==> src/rtl/pwm_timebase_pkg.sv <==
package pwm_timebase_pkg;
  localparam int unsigned RUN_LO    = 14;
  localparam int unsigned COARSE_LO = 10;
  localparam int unsigned FINE_LO   = 7;
  localparam int unsigned IMM_BIT   = 3;
  localparam int unsigned MODE_LO   = 0;

  typedef enum logic [1:0] {
    CM_UP     = 2'b00,
    CM_DOWN   = 2'b01,
    CM_UPDOWN = 2'b10,
    CM_FREEZE = 2'b11
  } cnt_mode_e;

  localparam logic [1:0] RUN_STOP  = 2'b00;
  localparam logic [1:0] RUN_CYCLE = 2'b01;
endpackage

==> src/rtl/pwm_tb_prescaler.sv <==
module pwm_tb_prescaler #(
  parameter int unsigned CDIV_W = 3,
  parameter int unsigned FDIV_W = 3,
  localparam int unsigned PS_W  = (1 << CDIV_W) - 1 + FDIV_W + 1
) (
  input  logic              clk_i,
  input  logic              rst_ni,
  input  logic [CDIV_W-1:0] coarse_i,
  input  logic [FDIV_W-1:0] fine_i,
  input  logic              restart_i,
  output logic              tick_o
);
  logic [PS_W-1:0] fine_mult, ratio, presc_q;

  always_comb begin
    if (fine_i == '0) fine_mult = PS_W'(1);
    else              fine_mult = {{(PS_W-FDIV_W-1){1'b0}}, fine_i, 1'b0};
    ratio = fine_mult << coarse_i;
  end

  assign tick_o = (presc_q == ratio - 1'b1);

  always_ff @(posedge clk_i or negedge rst_ni) begin
    if (!rst_ni)        presc_q <= '0;
    else if (restart_i) presc_q <= '0;
    else if (tick_o)    presc_q <= '0;
    else                presc_q <= presc_q + 1'b1;
  end

  assert_phase_restart_R3: assert property (@(posedge clk_i) disable iff (!rst_ni)
    restart_i |=> presc_q == '0);
  assert_phase_bound_R2: assert property (@(posedge clk_i) disable iff (!rst_ni)
    presc_q < ratio);
endmodule

==> src/rtl/pwm_tb_period.sv <==
module pwm_tb_period #(
  parameter int unsigned W = 16
) (
  input  logic         clk_i,
  input  logic         rst_ni,
  input  logic         wr_i,
  input  logic [W-1:0] data_i,
  input  logic         imm_i,
  input  logic         reload_i,
  output logic [W-1:0] active_o,
  output logic [W-1:0] shadow_o
);
  always_ff @(posedge clk_i or negedge rst_ni) begin
    if (!rst_ni) begin
      active_o <= '0;
      shadow_o <= '0;
    end else begin
      if (wr_i) shadow_o <= data_i;
      if (wr_i && imm_i) active_o <= data_i;
      else if (reload_i) active_o <= shadow_o;
    end
  end

  assert_imm_load_R11: assert property (@(posedge clk_i) disable iff (!rst_ni)
    (wr_i && imm_i) |=> active_o == $past(data_i));
  assert_shadow_hold_R10: assert property (@(posedge clk_i) disable iff (!rst_ni)
    (!reload_i && !(wr_i && imm_i)) |=> $stable(active_o));
endmodule

==> src/rtl/pwm_tb_counter.sv <==
module pwm_tb_counter
  import pwm_timebase_pkg::*;
#(
  parameter int unsigned W = 16
) (
  input  logic         clk_i,
  input  logic         rst_ni,
  input  logic         tick_i,
  input  cnt_mode_e    mode_i,
  input  logic [1:0]   run_i,
  input  logic         ctrl_wr_i,
  input  logic         shadow_mode_i,
  input  logic [W-1:0] active_prd_i,
  input  logic [W-1:0] shadow_prd_i,
  output logic [W-1:0] count_o,
  output logic         dir_o,
  output logic         zero_evt_o,
  output logic         prd_evt_o,
  output logic         reload_o
);
  logic         halt_q, run_ok, adv, dir_nxt;
  logic [W-1:0] nxt, prd_cmp;

  assign run_ok = run_i[1] | ((run_i == RUN_CYCLE) & ~halt_q);
  assign adv    = tick_i & run_ok & (mode_i != CM_FREEZE);

  always_comb begin
    nxt     = count_o;
    dir_nxt = dir_o;
    unique case (mode_i)
      CM_UP: begin
        dir_nxt = 1'b0;
        nxt     = (count_o >= active_prd_i) ? '0 : count_o + 1'b1;
      end
      CM_DOWN: begin
        dir_nxt = 1'b1;
        nxt     = (count_o == '0) ? active_prd_i : count_o - 1'b1;
      end
      CM_UPDOWN: begin
        if (active_prd_i == '0) begin
          nxt     = '0;
          dir_nxt = 1'b0;
        end else if (!dir_o) begin
          if (count_o >= active_prd_i) begin
            nxt     = count_o - 1'b1;
            dir_nxt = 1'b1;
          end else begin
            nxt = count_o + 1'b1;
          end
        end else begin
          if (count_o == '0) begin
            nxt     = W'(1);
            dir_nxt = 1'b0;
          end else begin
            nxt = count_o - 1'b1;
          end
        end
      end
      default: ;
    endcase
  end

  assign reload_o = adv & (nxt == '0) & shadow_mode_i;
  assign prd_cmp  = reload_o ? shadow_prd_i : active_prd_i;

  always_ff @(posedge clk_i or negedge rst_ni) begin
    if (!rst_ni) begin
      count_o    <= '0;
      dir_o      <= 1'b0;
      halt_q     <= 1'b0;
      zero_evt_o <= 1'b0;
      prd_evt_o  <= 1'b0;
    end else begin
      if (adv) begin
        count_o <= nxt;
        dir_o   <= dir_nxt;
      end
      if (ctrl_wr_i) halt_q <= 1'b0;
      else if ((run_i == RUN_CYCLE) && adv && (nxt == '0)) halt_q <= 1'b1;
      zero_evt_o <= adv & (nxt == '0);
      prd_evt_o  <= adv & (nxt == prd_cmp);
    end
  end

  assert_up_wrap_R4: assert property (@(posedge clk_i) disable iff (!rst_ni)
    (adv && mode_i == CM_UP && count_o >= active_prd_i) |=> count_o == '0);
  assert_down_load_R5: assert property (@(posedge clk_i) disable iff (!rst_ni)
    (adv && mode_i == CM_DOWN && count_o == '0) |=> count_o == $past(active_prd_i));
  assert_turn_down_R6: assert property (@(posedge clk_i) disable iff (!rst_ni)
    (adv && mode_i == CM_UPDOWN && !dir_o && active_prd_i != '0 && count_o >= active_prd_i)
      |=> dir_o);
  assert_freeze_hold_R7: assert property (@(posedge clk_i) disable iff (!rst_ni)
    (mode_i == CM_FREEZE) |=> ($stable(count_o) && !zero_evt_o && !prd_evt_o));
  assert_stop_hold_R8: assert property (@(posedge clk_i) disable iff (!rst_ni)
    (run_i == RUN_STOP) |=> $stable(count_o));
  assert_halt_hold_R9: assert property (@(posedge clk_i) disable iff (!rst_ni)
    (halt_q && run_i == RUN_CYCLE) |=> $stable(count_o));
  assert_zero_evt_R12: assert property (@(posedge clk_i) disable iff (!rst_ni)
    zero_evt_o |-> count_o == '0);
  assert_prd_evt_tick_R12: assert property (@(posedge clk_i) disable iff (!rst_ni)
    prd_evt_o |-> $past(tick_i));
endmodule

==> src/rtl/pwm_timebase.sv <==
module pwm_timebase
  import pwm_timebase_pkg::*;
#(
  parameter int unsigned REG_W    = 16,
  parameter int unsigned ADDR_W   = 4,
  parameter int unsigned CDIV_W   = 3,
  parameter int unsigned FDIV_W   = 3,
  parameter logic [3:0]  CTRL_OFS = 4'h0,
  parameter logic [3:0]  PRD_OFS  = 4'hA
) (
  input  logic              clk_i,
  input  logic              rst_ni,
  input  logic              wr_en_i,
  input  logic [ADDR_W-1:0] wr_addr_i,
  input  logic [REG_W-1:0]  wr_data_i,
  output logic [REG_W-1:0]  count_o,
  output logic [REG_W-1:0]  period_o,
  output logic              dir_o,
  output logic              tick_o,
  output logic              zero_evt_o,
  output logic              prd_evt_o
);
  localparam int unsigned DIV_HI = COARSE_LO + CDIV_W - 1;

  logic              ctrl_wr, prd_wr, restart, reload;
  logic [1:0]        run_q;
  logic [CDIV_W-1:0] coarse_q;
  logic [FDIV_W-1:0] fine_q;
  logic              imm_q;
  cnt_mode_e         mode_q;
  logic [REG_W-1:0]  shadow_prd;

  assign ctrl_wr = wr_en_i && (wr_addr_i == ADDR_W'(CTRL_OFS));
  assign prd_wr  = wr_en_i && (wr_addr_i == ADDR_W'(PRD_OFS));
  assign restart = ctrl_wr && (wr_data_i[DIV_HI:FINE_LO] != {coarse_q, fine_q});

  always_ff @(posedge clk_i or negedge rst_ni) begin
    if (!rst_ni) begin
      run_q    <= RUN_STOP;
      coarse_q <= '0;
      fine_q   <= '0;
      imm_q    <= 1'b0;
      mode_q   <= CM_UP;
    end else if (ctrl_wr) begin
      run_q    <= wr_data_i[RUN_LO+1:RUN_LO];
      coarse_q <= wr_data_i[COARSE_LO+CDIV_W-1:COARSE_LO];
      fine_q   <= wr_data_i[FINE_LO+FDIV_W-1:FINE_LO];
      imm_q    <= wr_data_i[IMM_BIT];
      mode_q   <= cnt_mode_e'(wr_data_i[MODE_LO+1:MODE_LO]);
    end
  end

  pwm_tb_prescaler #(.CDIV_W(CDIV_W), .FDIV_W(FDIV_W)) u_presc (
    .clk_i     (clk_i),
    .rst_ni    (rst_ni),
    .coarse_i  (coarse_q),
    .fine_i    (fine_q),
    .restart_i (restart),
    .tick_o    (tick_o)
  );

  pwm_tb_period #(.W(REG_W)) u_period (
    .clk_i    (clk_i),
    .rst_ni   (rst_ni),
    .wr_i     (prd_wr),
    .data_i   (wr_data_i),
    .imm_i    (imm_q),
    .reload_i (reload),
    .active_o (period_o),
    .shadow_o (shadow_prd)
  );

  pwm_tb_counter #(.W(REG_W)) u_counter (
    .clk_i         (clk_i),
    .rst_ni        (rst_ni),
    .tick_i        (tick_o),
    .mode_i        (mode_q),
    .run_i         (run_q),
    .ctrl_wr_i     (ctrl_wr),
    .shadow_mode_i (~imm_q),
    .active_prd_i  (period_o),
    .shadow_prd_i  (shadow_prd),
    .count_o       (count_o),
    .dir_o         (dir_o),
    .zero_evt_o    (zero_evt_o),
    .prd_evt_o     (prd_evt_o),
    .reload_o      (reload)
  );

  assert_decode_ignore_R13: assert property (@(posedge clk_i) disable iff (!rst_ni)
    !ctrl_wr |=> $stable({run_q, coarse_q, fine_q, imm_q, mode_q}));
  assert_ctrl_load_R13: assert property (@(posedge clk_i) disable iff (!rst_ni)
    ctrl_wr |=> run_q == $past(wr_data_i[RUN_LO+1:RUN_LO]));
endmodule

==> config.mk <==
export PLATFORM = sky130hd
export DESIGN_NAME = pwm_timebase
export DESIGN_NICKNAME = d
export VERILOG_FILES = /design/src/rtl/pwm_timebase_pkg.sv /design/src/rtl/pwm_tb_prescaler.sv /design/src/rtl/pwm_tb_period.sv /design/src/rtl/pwm_tb_counter.sv /design/src/rtl/pwm_timebase.sv
export SDC_FILE = /design/constraint.sdc
export NUM_CORES = 1
export LEC_CHECK = 0
export CORE_MARGIN = 5
export CORE_UTILIZATION = 55
export DETAILED_ROUTE_END_ITERATION = 12
export GPL_ROUTABILITY_DRIVEN = 1
export PLACE_DENSITY = 0.83
export SYNTH_ARGS = -nofsm -noshare
export SYNTH_HDL_FRONTEND = slang
export SYNTH_HIERARCHICAL = 1
export SYNTH_SLANG_ARGS = --single-unit
==> constraint.sdc <==
create_clock -name clk_i -period 6.45 [get_ports clk_i]
set_input_delay 1.29 -clock clk_i [delete_from_list [all_inputs] [get_ports clk_i]]
set_output_delay 1.29 -clock clk_i [all_outputs]
set_load 0.02 [all_outputs]
==> results.cfg <==
[status]
outcome = finished clean

[final_layout]
fin_nets = 854
layout_commonest_cell = dfrtp_1
antenna_cells = 0
fillers = 1031
layout_common_cells = dfrtp_1 (74), clkdlybuf4s50_1 (57), nand2_1 (47)
syn_to_final_growth_pct = 12.9
multiInputGateArea_um2 = 4380
drive_gt1_share_pct = 11.0
regArea_um2 = 1850
fin_area_um2 = 7620

[yosys]
synth_cell_types = 85
syn_inst = 770
synth_area_um2 = 6750
ys.flop_type = dfrtp_1
synth_edf_count = 0
async_flop_share_pct = 100
ys_seq_area_share_pct = 27.4
yosysWarnings = 6
avgSynthCellArea_um2 = 8.77
synth_seq_cells = 74
syn-num-nets = 818

[hold_path]
hold_path_depth = 2
min_delay_worst_endpoint = u_counter/halt_q
min_from = u_counter/halt_q
hold_class = flop to flop

[critical_path]
crit_chain = inv_1 -> ha_1 -> nand2b_1 -> a2111oi_0 -> o32ai_2 -> nor2_1 -> o41ai_1 -> o32ai_1 -> o2111ai_1 -> nor4_4 -> nand4_1 -> inv_1 -> mux2i_1 -> o21ai_0
critPathCaptureType = flop
crit_cells = 14
crit_path_start_kind = flop
crit_path_start = u_counter/count_o[0]
cp_top_family = compound AO/OA/AOI/OAI gates
crit_arrival_ns = 6.25
path_class = flop to flop
critPathSlowestCell = o32ai_1
reg2reg_from = u_counter/count_o[0]
rr_worst_depth = 14
cpPeakStageDelay_ns = 0.86
rrSetupSlack_ns = 0.42
path_buf_inv = 2
r2r-end = u_period/active_o[14]
cp_max_fo = 16
required_ns = 6.66
cp_common_cell = inv_1

[sta]
skew_ns = 0.0120
rsz0062_at_grt = no
hold_violations = 0
fmax_ghz = 0.166
drv_slew = 0
min_period_ns = 6.03
fin_crit_sh_pct = 93.5
tightest_slew_ns = 0.981
tns_ns = 0
relSlewSlack_pct = 34.3
setup_viol = 0

[floorplanning]
die-width_um = 121
rows = 40
dieArea_um2 = 14600
fp.coreArea_um2 = 12000
die_h_um = 121
ioPinCount = 59
initial_core_util_pct = 56.2

[drt]
antenna_left = 0
vias = 6594
via_per_inst = 6.88
routed_wl_um = 22200
post_drt_wl_per_cell_um = 23.2
drtPass1Iterations = 6
drc = 0
drt_iter0_markers = 1017

[global_routing]
grt_antenna_before_repair = 0
grt.total_usage_pct = 30.2
first_global_vias = 6263
grt_max_degree = 75
grt_pass1_wl_um = 34700
grt-ovfl-total = 0

[clock_network]
clkTransAtPathRegs_ns = 0.07
hold_buffers = 0
numCtsBuffers = 9
clk_latency_ns = 0.34
htreeDepth = 3
cts_root_buf = clkbuf_16
clockBufferDepth = 2
cts_sinks = 74
cts_tree = built

[place]
hpwl_um = 16100
place.gp.congestion = 1.01
portBuffers = 58
post_dp_cell_area_um2 = 7300

[power]
irDropWorstVdd_mv = 0.281
power.leakage_nw = 3.22
power.density_nw_per_um2 = 486

[run]
maxCapViolations = 0
## timing repair
| action | in CTS | in global routing |
|---|---|---|
| resized for setup | 0 | 0 |
| buffers inserted | 0 | 2 |
| setup endpoints to repair | 0 | 1 |
| hold endpoints to repair | 0 | 0 |
## flip-flops by register name (all words and copies together), names as in the netlist
register / cells
u_counter/halt_q: 1
u_counter/prd_evt_o: 1
u_counter/dir_o: 1
run_q: 2
mode_q: 2
u_counter/zero_evt_o: 1
imm_q: 1
fine_q: 3
u_period/active_o: 16
u_counter/count_o: 16
coarse_q: 3
u_presc/presc_q: 11
u_period/shadow_o: 16
## worst max path at each step
stage,end,slack (ns)
after detailed placement,u_counter/prd_evt_o,0.56
after floorplan,u_counter/prd_evt_o,1.46
after global placement,u_counter/prd_evt_o,0.64
final,u_period/active_o[14],0.42
after global routing,u_period/active_o[10],0.18
after CTS,u_counter/prd_evt_o,0.45
## worst register-to-register path, delay by kind of cell (launching register included)
family                   cells  cell delay (ns)
AO/OA/AOI/OAI                6             2.63
AND/OR/NAND/NOR              4             1.27
buffers and inverters        2             0.91
flip-flops                   1             0.49
adder cells (fa/ha/maj)      1             0.30
multiplexers                 1             0.29
## area by class of cell
class                           count  share of cell area (%)
Clock buffer                        9                    2.95
Clock inverter                      7                    1.10
Inverter                           39                    1.92
Multi-Input combinational cell    601                    57.5
Sequential cell                    74                    24.3
Tap cell                          147                    2.41
Timing Repair Buffer               81                    9.85
## per-layer routing
| layer | part of all wire, % | up-vias | GRT usage [%] |
|---|---|---|---|
| li1 | - | 2918 | - |
| met5 | 0 | - | 0 |
| met4 | 4.6 | 0 | 13.7 |
| met2 | 45 | 443 | 46.2 |
| met3 | 9.7 | 88 | 5.71 |
| met1 | 41 | 3145 | 41.4 |
## metrics by stage
stage | worst slack [ns] | util, % | std cells | hold WS (ns) | total power [mW]
after floorplan | 1.46 | - | 770 | 0.463 | 2.42
after global placement | 0.640 | 60.8 | 940 | 0.484 | 3.07
after detailed placement | 0.555 | 60.8 | 940 | 0.491 | 3.09
after CTS | 0.448 | 63.3 | 956 | 0.506 | 3.63
after global routing | 0.177 | 63.5 | 958 | 0.522 | 3.89
final | 0.418 | 63.5 | 958 | 0.505 | 3.71
## Yosys cell counts, types with 9 or more instances
| cell | n | share of area, % |
|---|---|---|
| dfrtp_1 | 74 | 27 |
| nand2_1 | 47 | 2.6 |
| o21ai_0 | 46 | 3.4 |
| nor2_1 | 45 | 2.5 |
| a21oi_1 | 39 | 2.9 |
| inv_1 | 38 | 2.1 |
| xnor2_1 | 38 | 4.9 |
| mux2i_1 | 37 | 5.5 |
| nand3_1 | 33 | 2.4 |
| clkbuf_1 | 26 | 1.4 |
| ha_1 | 25 | 4.6 |
| xor2_1 | 25 | 3.2 |
| mux2_4 | 24 | 5.3 |
| nor3_1 | 23 | 1.7 |
| a211oi_1 | 20 | 2.2 |
| buf_6 | 15 | 2.5 |
| nand4_1 | 13 | 1.2 |
| nor4_1 | 12 | 1.1 |
| o21ai_1 | 11 | 0.82 |
| or3_1 | 9 | 0.83 |
## cell families after synthesis
logic type	Yosys count	synth area share, %
compound gates	207	20.9
xor+xnor	63	8.17
fa+ha+maj	25	4.63
buf+inv	95	7.73
flops	74	27.4
mux	69	12.2
simple gates	237	19.0
## where the power goes
part | switching (mW) | internal (mW) | leakage [nW]
clock network | 0.216 | 0.306 | 0.149
logic | 1.44 | 0.922 | 2.15
registers | 0.239 | 0.582 | 0.916
total | 1.90 | 1.81 | 3.22
(Power assumes the default switching activity.)
